===== config.mk =====
export PLATFORM = sky130hd
export DESIGN_NAME = skipAlu
export DESIGN_NICKNAME = d
export VERILOG_FILES = /design/src/rtl/alu_pkg.sv /design/src/rtl/aluCtrl.sv /design/src/rtl/aluDatapath.sv /design/src/rtl/skipAlu.sv
export SDC_FILE = /design/constraint.sdc
export NUM_CORES = 1
export LEC_CHECK = 0
export BUFFER_PORTS_ARGS = -buffer_cell sky130_fd_sc_hd__buf_2
export CAP_MARGIN = 20
export CORE_UTILIZATION = 59
export CTS_CLUSTER_DIAMETER = 40
export CTS_CLUSTER_SIZE = 40
export DETAILED_ROUTE_END_ITERATION = 8
export HOLD_SLACK_MARGIN = 0.1
export MAX_ROUTING_LAYER = met4
export PLACE_DENSITY = 0.82
export SETUP_SLACK_MARGIN = 0.2
export SLEW_MARGIN = 20
export SYNTH_ARGS = -nofsm -noshare
export SYNTH_HDL_FRONTEND = slang
export SYNTH_HIERARCHICAL = 1
export SYNTH_SLANG_ARGS = --single-unit

===== constraint.sdc =====
create_clock -name clk -period 17.1 [get_ports clk]
set_clock_uncertainty 0.15 [all_clocks]
set_input_delay 5.13 -clock clk [delete_from_list [all_inputs] [get_ports clk]]
set_output_delay 5.13 -clock clk [all_outputs]
set_load 0.01 [all_outputs]

===== src/rtl/alu_pkg.sv =====
package alu_pkg;
  localparam int DATA_W = 16;
  localparam int IMM_W = 6;
  localparam int PFX_W = 12;
  localparam int OP_W = 5;
  localparam int SHAMT_W = $clog2(DATA_W);
  localparam int LOW_IMM_W = DATA_W - PFX_W;

  typedef enum logic [2:0] {
    FN_ADD, FN_SUB, FN_XOR, FN_AND, FN_OR, FN_SHL, FN_SHR, FN_ASR
  } aluFnT;

  typedef enum logic [2:0] {
    CMP_EQ, CMP_NE, CMP_LT, CMP_GE, CMP_ULT, CMP_UGE, CMP_NONE
  } cmpFnT;

  typedef struct packed {
    logic  writeRd;
    logic  isCompare;
    logic  setCarry;
    logic  carryIn;
    aluFnT aluFn;
    cmpFnT cmpFn;
  } ctrlStrobeT;
endpackage


===== src/rtl/aluCtrl.sv =====
module aluCtrl
  import alu_pkg::*;
(
  input  logic            clk,
  input  logic            rstN,
  input  logic            valid,
  input  logic [OP_W-1:0] opcode,
  input  logic            carryNext,
  output ctrlStrobeT      strobe,
  output logic            carryReg,
  output logic            carryPend
);
  logic inRange;
  assign inRange = opcode[OP_W-1];

  always_comb begin
    strobe = '{writeRd: 1'b0, isCompare: 1'b0, setCarry: 1'b0, carryIn: 1'b0,
               aluFn: FN_ADD, cmpFn: CMP_NONE};
    if (inRange) begin
      unique case (opcode[3:0])
        4'd0: begin strobe.aluFn = FN_ADD; strobe.writeRd = 1'b1; end
        4'd1: begin strobe.aluFn = FN_SUB; strobe.writeRd = 1'b1; end
        4'd2: begin strobe.aluFn = FN_ADD; strobe.writeRd = 1'b1; strobe.setCarry = 1'b1; end
        4'd3: begin strobe.aluFn = FN_SUB; strobe.writeRd = 1'b1; strobe.setCarry = 1'b1; end
        4'd4: begin strobe.aluFn = FN_XOR; strobe.writeRd = 1'b1; end
        4'd5: begin strobe.aluFn = FN_AND; strobe.writeRd = 1'b1; end
        4'd6: begin strobe.aluFn = FN_OR;  strobe.writeRd = 1'b1; end
        4'd7: begin strobe.aluFn = FN_SHL; strobe.writeRd = 1'b1; end
        4'd8: begin strobe.aluFn = FN_SHR; strobe.writeRd = 1'b1; end
        4'd9: begin strobe.aluFn = FN_ASR; strobe.writeRd = 1'b1; end
        4'd10: begin strobe.cmpFn = CMP_EQ;  strobe.isCompare = 1'b1; end
        4'd11: begin strobe.cmpFn = CMP_NE;  strobe.isCompare = 1'b1; end
        4'd12: begin strobe.cmpFn = CMP_LT;  strobe.isCompare = 1'b1; end
        4'd13: begin strobe.cmpFn = CMP_GE;  strobe.isCompare = 1'b1; end
        4'd14: begin strobe.cmpFn = CMP_ULT; strobe.isCompare = 1'b1; end
        default: begin strobe.cmpFn = CMP_UGE; strobe.isCompare = 1'b1; end
      endcase
    end
    strobe.carryIn = carryPend & carryReg;
  end

  always_ff @(posedge clk or negedge rstN) begin
    if (!rstN) begin
      carryReg  <= 1'b0;
      carryPend <= 1'b0;
    end else if (valid && strobe.writeRd) begin
      carryReg  <= strobe.setCarry & carryNext;
      carryPend <= strobe.setCarry;
    end
  end


  a_r9_reset_clear: assert property (@(posedge clk) !rstN |=> (!carryReg && !carryPend));

  a_r3_pend_set: assert property (@(posedge clk) disable iff (!rstN)
    (valid && strobe.setCarry) |=> carryPend);

  a_r4_consume_clear: assert property (@(posedge clk) disable iff (!rstN)
    (valid && strobe.writeRd && !strobe.setCarry) |=> (!carryPend && !carryReg));

  a_r4_cmp_hold: assert property (@(posedge clk) disable iff (!rstN)
    (valid && strobe.isCompare) |=> ($stable(carryPend) && $stable(carryReg)));

  a_r10_idle_hold: assert property (@(posedge clk) disable iff (!rstN)
    !valid |=> ($stable(carryPend) && $stable(carryReg)));

  a_r8_low_code_hold: assert property (@(posedge clk) disable iff (!rstN)
    (valid && !inRange) |=> ($stable(carryPend) && $stable(carryReg)));
endmodule


===== src/rtl/aluDatapath.sv =====
module aluDatapath
  import alu_pkg::*;
(
  input  logic              clk,
  input  logic              rstN,
  input  ctrlStrobeT        strobe,
  input  logic [DATA_W-1:0] rdVal,
  input  logic [DATA_W-1:0] rsReg,
  input  logic              useImm,
  input  logic [IMM_W-1:0]  imm6,
  input  logic              immPend,
  input  logic [PFX_W-1:0]  immHigh,
  output logic [DATA_W-1:0] result,
  output logic              carryNext,
  output logic              condTrue
);
  logic [DATA_W-1:0]  rsVal;
  logic [DATA_W:0]    sumWide;
  logic [SHAMT_W-1:0] shAmt;
  logic               isSub;

  always_comb begin
    if (!useImm)      rsVal = rsReg;
    else if (immPend) rsVal = {immHigh, imm6[LOW_IMM_W-1:0]};
    else              rsVal = {{(DATA_W-IMM_W){imm6[IMM_W-1]}}, imm6};
  end

  assign isSub = (strobe.aluFn == FN_SUB);
  assign shAmt = rsVal[SHAMT_W-1:0];

  always_comb begin
    if (isSub) sumWide = {1'b0, rdVal} - {1'b0, rsVal} - {{DATA_W{1'b0}}, strobe.carryIn};
    else       sumWide = {1'b0, rdVal} + {1'b0, rsVal} + {{DATA_W{1'b0}}, strobe.carryIn};
  end
  assign carryNext = sumWide[DATA_W];

  always_comb begin
    unique case (strobe.aluFn)
      FN_ADD, FN_SUB: result = sumWide[DATA_W-1:0];
      FN_XOR: result = rdVal ^ rsVal;
      FN_AND: result = rdVal & rsVal;
      FN_OR:  result = rdVal | rsVal;
      FN_SHL: result = rdVal << shAmt;
      FN_SHR: result = rdVal >> shAmt;
      default: result = DATA_W'($signed(rdVal) >>> shAmt);
    endcase
  end

  always_comb begin
    unique case (strobe.cmpFn)
      CMP_EQ:  condTrue = (rdVal == rsVal);
      CMP_NE:  condTrue = (rdVal != rsVal);
      CMP_LT:  condTrue = ($signed(rdVal) < $signed(rsVal));
      CMP_GE:  condTrue = ($signed(rdVal) >= $signed(rsVal));
      CMP_ULT: condTrue = (rdVal < rsVal);
      CMP_UGE: condTrue = (rdVal >= rsVal);
      default: condTrue = 1'b1;
    endcase
  end

  // arithmetic right shift keeps the sign of rd
  a_r6_asr_sign: assert property (@(posedge clk) disable iff (!rstN)
    (strobe.writeRd && strobe.aluFn == FN_ASR) |-> (result[DATA_W-1] == rdVal[DATA_W-1]));
  // logical right shift by a nonzero amount clears the top bit
  a_r6_shr_fill: assert property (@(posedge clk) disable iff (!rstN)
    (strobe.writeRd && strobe.aluFn == FN_SHR && rsVal[SHAMT_W-1:0] != '0) |-> !result[DATA_W-1]);
endmodule


===== src/rtl/skipAlu.sv =====
module skipAlu
  import alu_pkg::*;
(
  input  logic              clk,
  input  logic              rstN,
  input  logic              valid,
  input  logic [OP_W-1:0]   opcode,
  input  logic [DATA_W-1:0] rdVal,
  input  logic [DATA_W-1:0] rsReg,
  input  logic              useImm,
  input  logic [IMM_W-1:0]  imm6,
  input  logic              immPend,
  input  logic [PFX_W-1:0]  immHigh,
  output logic [DATA_W-1:0] result,
  output logic              writeEn,
  output logic              skipReq,
  output logic              carryOut,
  output logic              carryPending
);
  ctrlStrobeT strobe;
  logic carryNext;
  logic condTrue;

  aluCtrl ctrl (
    .clk(clk), .rstN(rstN), .valid(valid), .opcode(opcode),
    .carryNext(carryNext), .strobe(strobe),
    .carryReg(carryOut), .carryPend(carryPending)
  );

  aluDatapath dp (
    .clk(clk), .rstN(rstN), .strobe(strobe), .rdVal(rdVal), .rsReg(rsReg),
    .useImm(useImm), .imm6(imm6), .immPend(immPend), .immHigh(immHigh),
    .result(result), .carryNext(carryNext), .condTrue(condTrue)
  );

  assign writeEn = valid & strobe.writeRd;
  assign skipReq = valid & strobe.isCompare & ~condTrue;


  a_r7_skip_excl_write: assert property (@(posedge clk) disable iff (!rstN)
    !(skipReq && writeEn));

  a_r10_idle_quiet: assert property (@(posedge clk) disable iff (!rstN)
    !valid |-> (!writeEn && !skipReq));
endmodule


Yosys cells after proc, flatten, opt, wreduce, memory -nomap -nowiden
Index checks and enable logic that the tools add are counted.
{"block": "totals", "output_inout_bits": 20, "latch_bits": 0, "input_bits": 60, "elab_cells": 69, "n_memories": 0, "register_bits": 2, "ram_bits": 0, "romBits": 0}
{"block": "op_classes", "n_shift": 3, "n_mux": 12, "multipliers": 0, "add_sub_neg": 4, "div_mod_pow": 0, "n_eq_ne": 27, "n_lt_le_gt_ge": 4, "reduce_logical": 8, "n_bitwise": 9}
{"operator": "case mux 16 bit (6 select lines)", "n": 1}
{"operator": ">= comparator 16 bit", "n": 2}
{"operator": "less-than comparator 16 bit", "n": 2}
{"operator": "2-to-1 mux 16 bit", "n": 2}
{"operator": "equality test 4 bit, second input constant", "n": 7}
{"operator": "case mux 3 bit (7 select lines)", "n": 1}
{"operator": "case mux 3 bit (6 select lines)", "n": 1}
{"operator": "adder 16 x 16 -> 17 bit", "n": 1}
{"operator": "adder 17 x 1 -> 17 bit", "n": 1}
{"operator": "2-to-1 mux 17 bit", "n": 1}
{"operator": "subtractor 16 x 16 -> 17 bit", "n": 1}
{"operator": "subtractor 17 x 1 -> 17 bit", "n": 1}
{"operator": "bitwise AND 16 bit", "n": 1}
{"operator": "equality test 16 bit", "n": 1}
{"operator": "equality test 4 x 3 -> 1 bit, second input constant", "n": 4}
{"operator": "!= test 16 bit", "n": 1}
{"operator": "bitwise OR 16 bit", "n": 1}
{"operator": "left shift 16 x 4 -> 16 bit", "n": 1}
{"operator": ">> shifter 16 x 4 -> 16 bit", "n": 1}
{"operator": ">>> shifter 16 x 4 -> 16 bit", "n": 1}
{"operator": "bitwise XOR 16 bit", "n": 1}
{"operator": "equality test 3 bit, second input constant", "n": 5}
{"operator": "equality test 3 x 2 -> 1 bit, second input constant", "n": 4}
{"operator": "OR reduction 10 bit", "n": 1}
{"operator": "13 further kinds", "n": 24}

Longest topological paths before layout
Gate-level depths: netlist (run 1).
{"block": "logic_depth", "depth_word": 8, "ltp_mapped": 17, "depth_no_buf": 15}

Modules after synthesis
Netlist (run 1), hierarchy kept.
{"module": "aluDatapath", "instances": 1, "area_per_inst_um2": 5417.7, "cells_per_inst": 794}
{"module": "aluCtrl", "instances": 1, "area_per_inst_um2": 205.2, "cells_per_inst": 23}
{"module": "skipAlu", "instances": 1, "area_per_inst_um2": 15.0, "cells_per_inst": 2}

Least setup slack after synthesis (run 1)
Ideal clock, no wire load.
{"block": "synth_timing", "path_type": "input -> output", "start": "input port useImm", "end": "output port result[13]", "path_slack_ns": 3.175, "cell_stages": 16, "required_time_ns": 11.820, "arrival_time_ns": 8.645, "path_cell_list": "buf_6 -> mux2i_4 -> inv_4 -> buf_2 -> buf_2 -> buf_2 -> fa_1 -> inv_1 -> ha_1 -> o21ai_0 -> a211oi_1 -> a221oi_2 -> o21ai_1 -> a221oi_2 -> mux2i_1 -> o31ai_1"}
{"block": "synth_via", "elab_chain_len": 5, "word_cells_on_any_way": 13, "cone_classes": "add/sub: 4; shift: 3; mux: 3; bitwise: 3"}
{"element": "start: declaration", "line": "skipAlu.sv:10", "source": "input logic useImm,"}
{"element": "2-to-1 mux 16 bit (*)", "line": "aluDatapath.sv:23", "source": "if (!useImm) rsVal = rsReg;"}
{"element": "adder 16 x 16 -> 17 bit / subtractor 16 x 16 -> 17 bit (equally long branches)", "line": "aluDatapath.sv:33, aluDatapath.sv:32"}
{"element": "adder 17 x 1 -> 17 bit / subtractor 17 x 1 -> 17 bit (equally long branches)", "line": "aluDatapath.sv:33, aluDatapath.sv:32"}
{"element": "2-to-1 mux 17 bit", "line": "aluDatapath.sv:32", "source": "if (isSub) sumWide = {1'b0, rdVal} - {1'b0, rsVal} - {{DATA_W{1'b0}}, strobe.carryIn};"}
{"element": "case mux 16 bit (6 select lines) (*)", "line": "aluDatapath.sv:38", "source": "unique case (strobe.aluFn)"}
{"element": "end: declaration", "line": "skipAlu.sv:14", "source": "output logic [DATA_W-1:0] result,"}
Mark *: on every way between the ends. The rest lies on a longest branch, timed or not.

Worst setup path in the final report (run 1)
{"block": "layout_timing", "start": "input port useImm", "end": "output port result[9]"}
The elaborated chain is that of the path after synthesis.

==> results.md, run 1 <==
* Top cells by area, synth: ha_1 21%, mux2i_1 6.0%, a21oi_1 5.5%, nand2_1 5.4%, nor2_1 5.4%
* Synth async-reset ratio at 100%
* Yosys cell types at 74
* Ys Warns at 6
* Unrepaired setup endpoints after global routing: false
* Post-DP HPWL at 16.7 mm
* Status: complete, no violations
* Worst Setup SP: useImm
* Worst setup EP type: output port
* DRC at 0
* Area share of the largest cell type after synthesis at 20.6%
* Mapped Cells at 819
* Final hold violation count at 0
* Slew @ Worst Pin at 1.18 ns
* Critical Path Source Type: input pin
* Initial core utilization at 61.0%
* Post-synth top area cell: ha_1
* R2R depth at 12
* Final Non-Filler Cells at 986
* Required @ worst endpoint at 11.82 ns
* CTS tree: built
* Global-route wire length before repair at 33.8 mm
* Layout cell share with drive strength beyond 1 at 14.0%
* Total design power at 0.310 mW
* DR pass1 iterations at 5
* Syn_area_per_cell at 6.88 sq um
* Die Width at 99.8 um
* Final Setup Violations at 0
* EDFF count, synth at 0
* R2R setup slack at 13.34 ns
* Total Wirelength at 21.9 mm
* Root Driver: clkbuf_8
* Fin. max-slew vios at 0
* Syn nets at 976
* Minimum clock period at 15.10 ns
* CTS Hold Bufs at 0
* Vias in the first global route at 6331
* Setup tns final at 0 ns
* DR vias at 6849
* Maximum fanout along the worst path at 39
* Peak supply drop at 0.0000628 V
* Final worst-path cycle share at 88.3%
* Slew headroom at 20.5%
* GRT overflow at 0
* Most common cell after layout, fill and taps aside: ha_1
* Pwr/cell area at 50.9 nW/um^2
* Clock latency on the worst-skew pair at 0.21 ns
* Post-synth top flop: dfrtp_1
* Clk sink count at 2
* Seq/Total Area, Yosys at 0.888%
* Post_cts resized at 0
* Dpl cells at 983
* Worst r2r src: ctrl/carryReg
* Most frequent cells in the layout: 93 x ha_1, 81 x nand2_1, 81 x nor2_1
* Core area at 9240 sq um
* Synth Register Bits at 2
* Worst R2R End: ctrl/carryReg
* Area delta synth->final at 8.19%
* Leak at 2.86 nW
* Top Ports at 80
* Die area at 9950 sq um
* Placement Rows at 35
* Via density per instance at 6.95
* Routed Antenna Nets at 0
* Setup bufs post-CTS at 0
* Initial antenna violation count at 0
* CTS Buf Count at 3
* Largest net degree at the start of global routing at 41
* Drt wl/cell at 22.2 um
* MaxCap Viol Count at 0
* GPL Wtd Cong at 1.05
* Nets at 1016
* WS Path Type: in2out
* CTS H-tree lvls at 1
* Antenna diodes at 0
* Synthesized cell area at 5640 sq um
* Filler cells at 854
* Worst hold path class: reg2reg
* DRT iter0 DRCs at 761
* GR Util All Layers at 44.6%
* Arr. time, crit path at 9.82 ns
* CTS clk-pin slew, worst paths at 0.03 ns
* Die Span Y at 99.8 um
* Input/output buffers at 79
* Clock buffer depth at 2
* Fmax at 66.2 MHz
* Crit path capture: result[9]
-- state kept, by name (all words and copies together) (netlist names) --
register,flops
ctrl/carryReg,1
ctrl/carryPend,1
-- cell usage after synthesis (all sizes together), types with 3 or more instances --
cell / n
o31ai: 7
mux4: 6
o21a: 3
o311ai: 8
o22ai: 8
o21ai: 43
nor3b: 3
a311oi: 3
ha: 93
a21oi: 62
o221ai: 22
or2: 3
xnor2: 17
nand2b: 6
nor4: 7
a21boi: 5
nand2: 81
nand4: 3
o21bai: 4
fa: 4
o2bb2ai: 3
nor2: 81
mux2i: 38
nor2b: 15
xor2: 8
o211ai: 19
nor3: 16
and2: 5
inv: 65
buf: 15
a221oi: 10
a21o: 20
nand3b: 4
a31oi: 8
and3: 7
o2111ai: 3
a22oi: 4
clkbuf: 39
a211oi: 16
nand3: 20
-- layer usage --
metal	track usage, %	share of wire [%]	vias to the layer above
li1	-	-	3071
met1	56.3	38	3156
met2	67.9	44	513
met3	7.24	12	109
met4	24.0	6.0	0
met5	-	0	-
-- worst min-delay path by stage --
stage | startpoint | end | slack, ns | cells past startpoint
final | ctrl/carryPend | ctrl/carryPend | 0.37 | 1
after global routing | ctrl/carryReg | ctrl/carryReg | 0.39 | 1
after CTS | ctrl/carryPend | ctrl/carryPend | 0.37 | 1
after detailed placement | ctrl/carryPend | ctrl/carryPend | 0.36 | 1
after global placement | ctrl/carryReg | ctrl/carryReg | 0.35 | 1
after floorplan | ctrl/carryReg | ctrl/carryReg | 0.39 | 1
-- metrics by stage --
| step | setup WS (ns) | hold slack, ns | utilization [%] | instance area, sq um |
|---|---|---|---|---|
| floorplan | 3.17 | 0.394 | - | 5640 |
| global placement | 2.28 | 0.346 | 65.6 | 6060 |
| detailed placement | 2.21 | 0.358 | 65.6 | 6060 |
| CTS | 2.20 | 0.371 | 66.0 | 6100 |
| global route | 1.72 | 0.387 | 66.0 | 6100 |
| finish | 2.00 | 0.371 | 66.0 | 6100 |
-- cell families after synthesis --
kind of cell	after synthesis	share of synthesized area, %
compound gates	270	33.1
flops	2	0.888
fa+ha+maj	97	22.1
mux	46	10.1
buf+inv	119	8.54
simple gates	260	21.4
xor+xnor	25	3.88
-- report_power, final --
part / leakage [nW] / switching (mW) / internal, mW / total [mW]
Clock: 0.0216 / 0.00380 / 0.0149 / 0.0187
Combinational: 2.81 / 0.178 / 0.108 / 0.286
Sequential: 0.0270 / 0.000359 / 0.00525 / 0.00561
Total: 2.86 / 0.182 / 0.128 / 0.310
-- layout make-up --
class / instances / area (sq um) / share of cell area (%)
multi-input combinational: 698 / 5130 / 84.1
sequential: 2 / 50.0 / 0.821
timing repair buffer: 89 / 470 / 7.71
clock buffer: 3 / 41.3 / 0.677
inverter: 65 / 246 / 4.04
tap: 129 / 161 / 2.65
-- critical path, stage by stage --
cell and delay, ns:
buf_2 0.47, mux2i_4 0.31, buf_4 0.43, inv_4 0.28, fa_1 0.60, inv_1 0.06, ha_1 0.17, o21ai_0 0.39
a211oi_1 0.23, a221oi_2 0.46, o21ai_1 0.18, xnor2_1 0.16, a211oi_1 0.52, o32a_1 0.27, buf_2 0.13
Note: power is estimated with default switching activity, not from simulation.
==> run 2: changes to the inputs <==
--- a/config.mk
+++ b/config.mk
@@ -5,7 +5,7 @@
 export SDC_FILE = /design/constraint.sdc
 export NUM_CORES = 1
 export LEC_CHECK = 0
-export BUFFER_PORTS_ARGS = -buffer_cell sky130_fd_sc_hd__buf_2
+export BUFFER_PORTS_ARGS = -buffer_cell sky130_fd_sc_hd__buf_4
 export CAP_MARGIN = 20
 export CORE_UTILIZATION = 59
 export CTS_CLUSTER_DIAMETER = 40
==> run 2 against run 1 <==
  * Sequential share of layout area about the same
  * Setup slack improved by 0.31 ns
  * Non-clock buffer count unchanged
  * Die area did not move
  * Via count fell by 0.25%
  * Wire length is 1.3% lower
  * Clock power about the same
  * Fmax is 2.1% higher
  * Final cell count unchanged
  * Critical path type unchanged
  * Largest cell class unchanged
  * Highest routed layer unchanged
==> results.md, run 2 (synthesized netlist as in run 1, its figures left out) <==
* Placement Rows at 35
* Slew @ Worst Pin at 1.08 ns
* Final Non-Filler Cells at 986
* Worst hold path class: reg2reg
* CTS Hold Bufs at 0
* Unrepaired setup endpoints after global routing: false
* Setup bufs post-CTS at 0
* DR pass1 iterations at 6
* CTS Buf Count at 3
* CTS tree: built
* DRT iter0 DRCs at 682
* Switching share of power at 56.9%
* Slew headroom at 27.4%
* Largest net degree at the start of global routing at 41
* Clock Power Share at 5.9%
* Setup tns final at 0 ns
* MaxCap Viol Count at 0
* CTS clk-pin slew, worst paths at 0.03 ns
* Final Setup Violations at 0
* Fmax at 67.6 MHz
* Clock latency on the worst-skew pair at 0.21 ns
* Critical Path Source Type: input pin
* Multi-input combinational cell area at 5130 sq um
* Pwr/cell area at 51.0 nW/um^2
* Cells along the critical path: buf_4, mux2i_4, buf_4, inv_4, fa_1, inv_1, ha_1, o21ai_0, a211oi_1, a221oi_2, o21ai_1, xnor2_1, a211oi_1, o32a_1, buf_4
* Most frequent cells in the layout: 93 x ha_1, 89 x buf_4, 81 x nand2_1, 81 x nor2_1, 64 x inv_1
* Post_cts resized at 0
* Post-DP HPWL at 16.5 mm
* Nets at 1016
* Slowest library cell on the worst path: fa_1
* Peak supply drop at 0.0000626 V
* Net Switching at 0.183 mW
* Top Ports at 80
* Layout cell share with drive strength beyond 1 at 14.0%
* Biggest regs: ctrl/carryPend: 1 flops, ctrl/carryReg: 1 flops
* Dpl cells at 983
* Antenna diodes at 0
* Leak at 2.93 nW
* Area delta synth->final at 11.7%
* Hold Slack at 0.382 ns
* Global-route wire length before repair at 33.8 mm
* Clk sink count at 2
* Comb power frac at 92.4%
* Drt wl/cell at 21.9 um
* Routed Antenna Nets at 0
* Setup ws final at 2.31 ns
* Maximum fanout along the worst path at 39
* DRC at 0
* Status: complete, no violations
* Core area at 9240 sq um
* R2R setup slack at 13.33 ns
* GR Util All Layers at 44.4%
* Final hold violation count at 0
* Fin. max-slew vios at 0
* WS Path Type: in2out
* DR vias at 6832
* Reg area at 50.0 sq um
* Root Driver: clkbuf_8
* Input/output buffers at 79
* Die area at 9950 sq um
* Final core occ at 68.2%
* CP peak stage delay at 0.63 ns
* Final worst-path cycle share at 86.5%
* CTS H-tree lvls at 1
* Most common cell after layout, fill and taps aside: ha_1
* DP Worst Slack at 2.42 ns
* Required @ worst endpoint at 11.82 ns
* GRT overflow at 0
* Clock buffer depth at 2
* Initial antenna violation count at 0
* Filler cells at 828
* Cell mode on critical path: buf_4
* Minimum clock period at 14.79 ns
* Flop pwr share at 1.7%
* GPL Wtd Cong at 1.04
* Via density per instance at 6.93
* Worst setup EP type: output port
* Vias in the first global route at 6382
* Internal at 0.139 mW
* Initial core utilization at 61.0%
* Die Span Y at 99.8 um
* Arr. time, crit path at 9.51 ns
* Total Wirelength at 21.6 mm
* Die Width at 99.8 um
run 2: cell counts in the layout (fill, tap and decap cells not counted):
Identical to the previous run, type by type.
run 2: path summary, 6_finish.rpt:
kind / depth (start not counted) / start / end
max: 15 / useImm / result[9]
min: 1 / ctrl/carryPend / ctrl/carryPend
max reg2reg: 12 / ctrl/carryPend / ctrl/carryReg
min reg2reg: 1 / ctrl/carryPend / ctrl/carryPend
max in group asynchronous: 1 / rstN / ctrl/carryReg
min in group asynchronous: 1 / rstN / ctrl/carryPend
run 2: final cells by class:
cell class / instances / area share, %
Multi-Input combinational cell: 698 / 81.5
Tap cell: 129 / 2.56
Clock buffer: 3 / 0.656
Timing Repair Buffer: 89 / 10.6
Sequential cell: 2 / 0.795
Inverter: 65 / 3.91
run 2: metrics by stage:
step / area (sq um) / power (mW)
2_1_floorplan: 5640 / 0.199
3_3_place_gp: 6260 / 0.283
3_5_place_dp: 6260 / 0.290
4_1_cts: 6300 / 0.311
5_1_grt: 6300 / 0.343
6_report: 6300 / 0.321
run 2: layer usage:
layer	GRT usage (%)	up-vias	share of wire [%]
met1	55.2	3142	38
met5	-	-	0
li1	-	3074	-
met2	66.2	513	43
met3	11.0	103	13
met4	22.6	0	5.9
run 2: power groups by stage:
stage	Sequential [mW]	Combinational, mW	Clock (mW)
after detailed placement	0.00564	0.284	0
after floorplan	0.00581	0.193	0
final	0.00561	0.297	0.0189
after global routing	0.00564	0.318	0.0197
after CTS	0.00560	0.286	0.0196
after global placement	0.00559	0.277	0
run 2: worst max-delay path: cells and delay by family:
kind            cells  cell delay, ns
buf+inv             5            1.23
fa+ha+maj           2            0.79
mux                 1            0.28
compound gates      6            1.88
xor+xnor            1            0.15
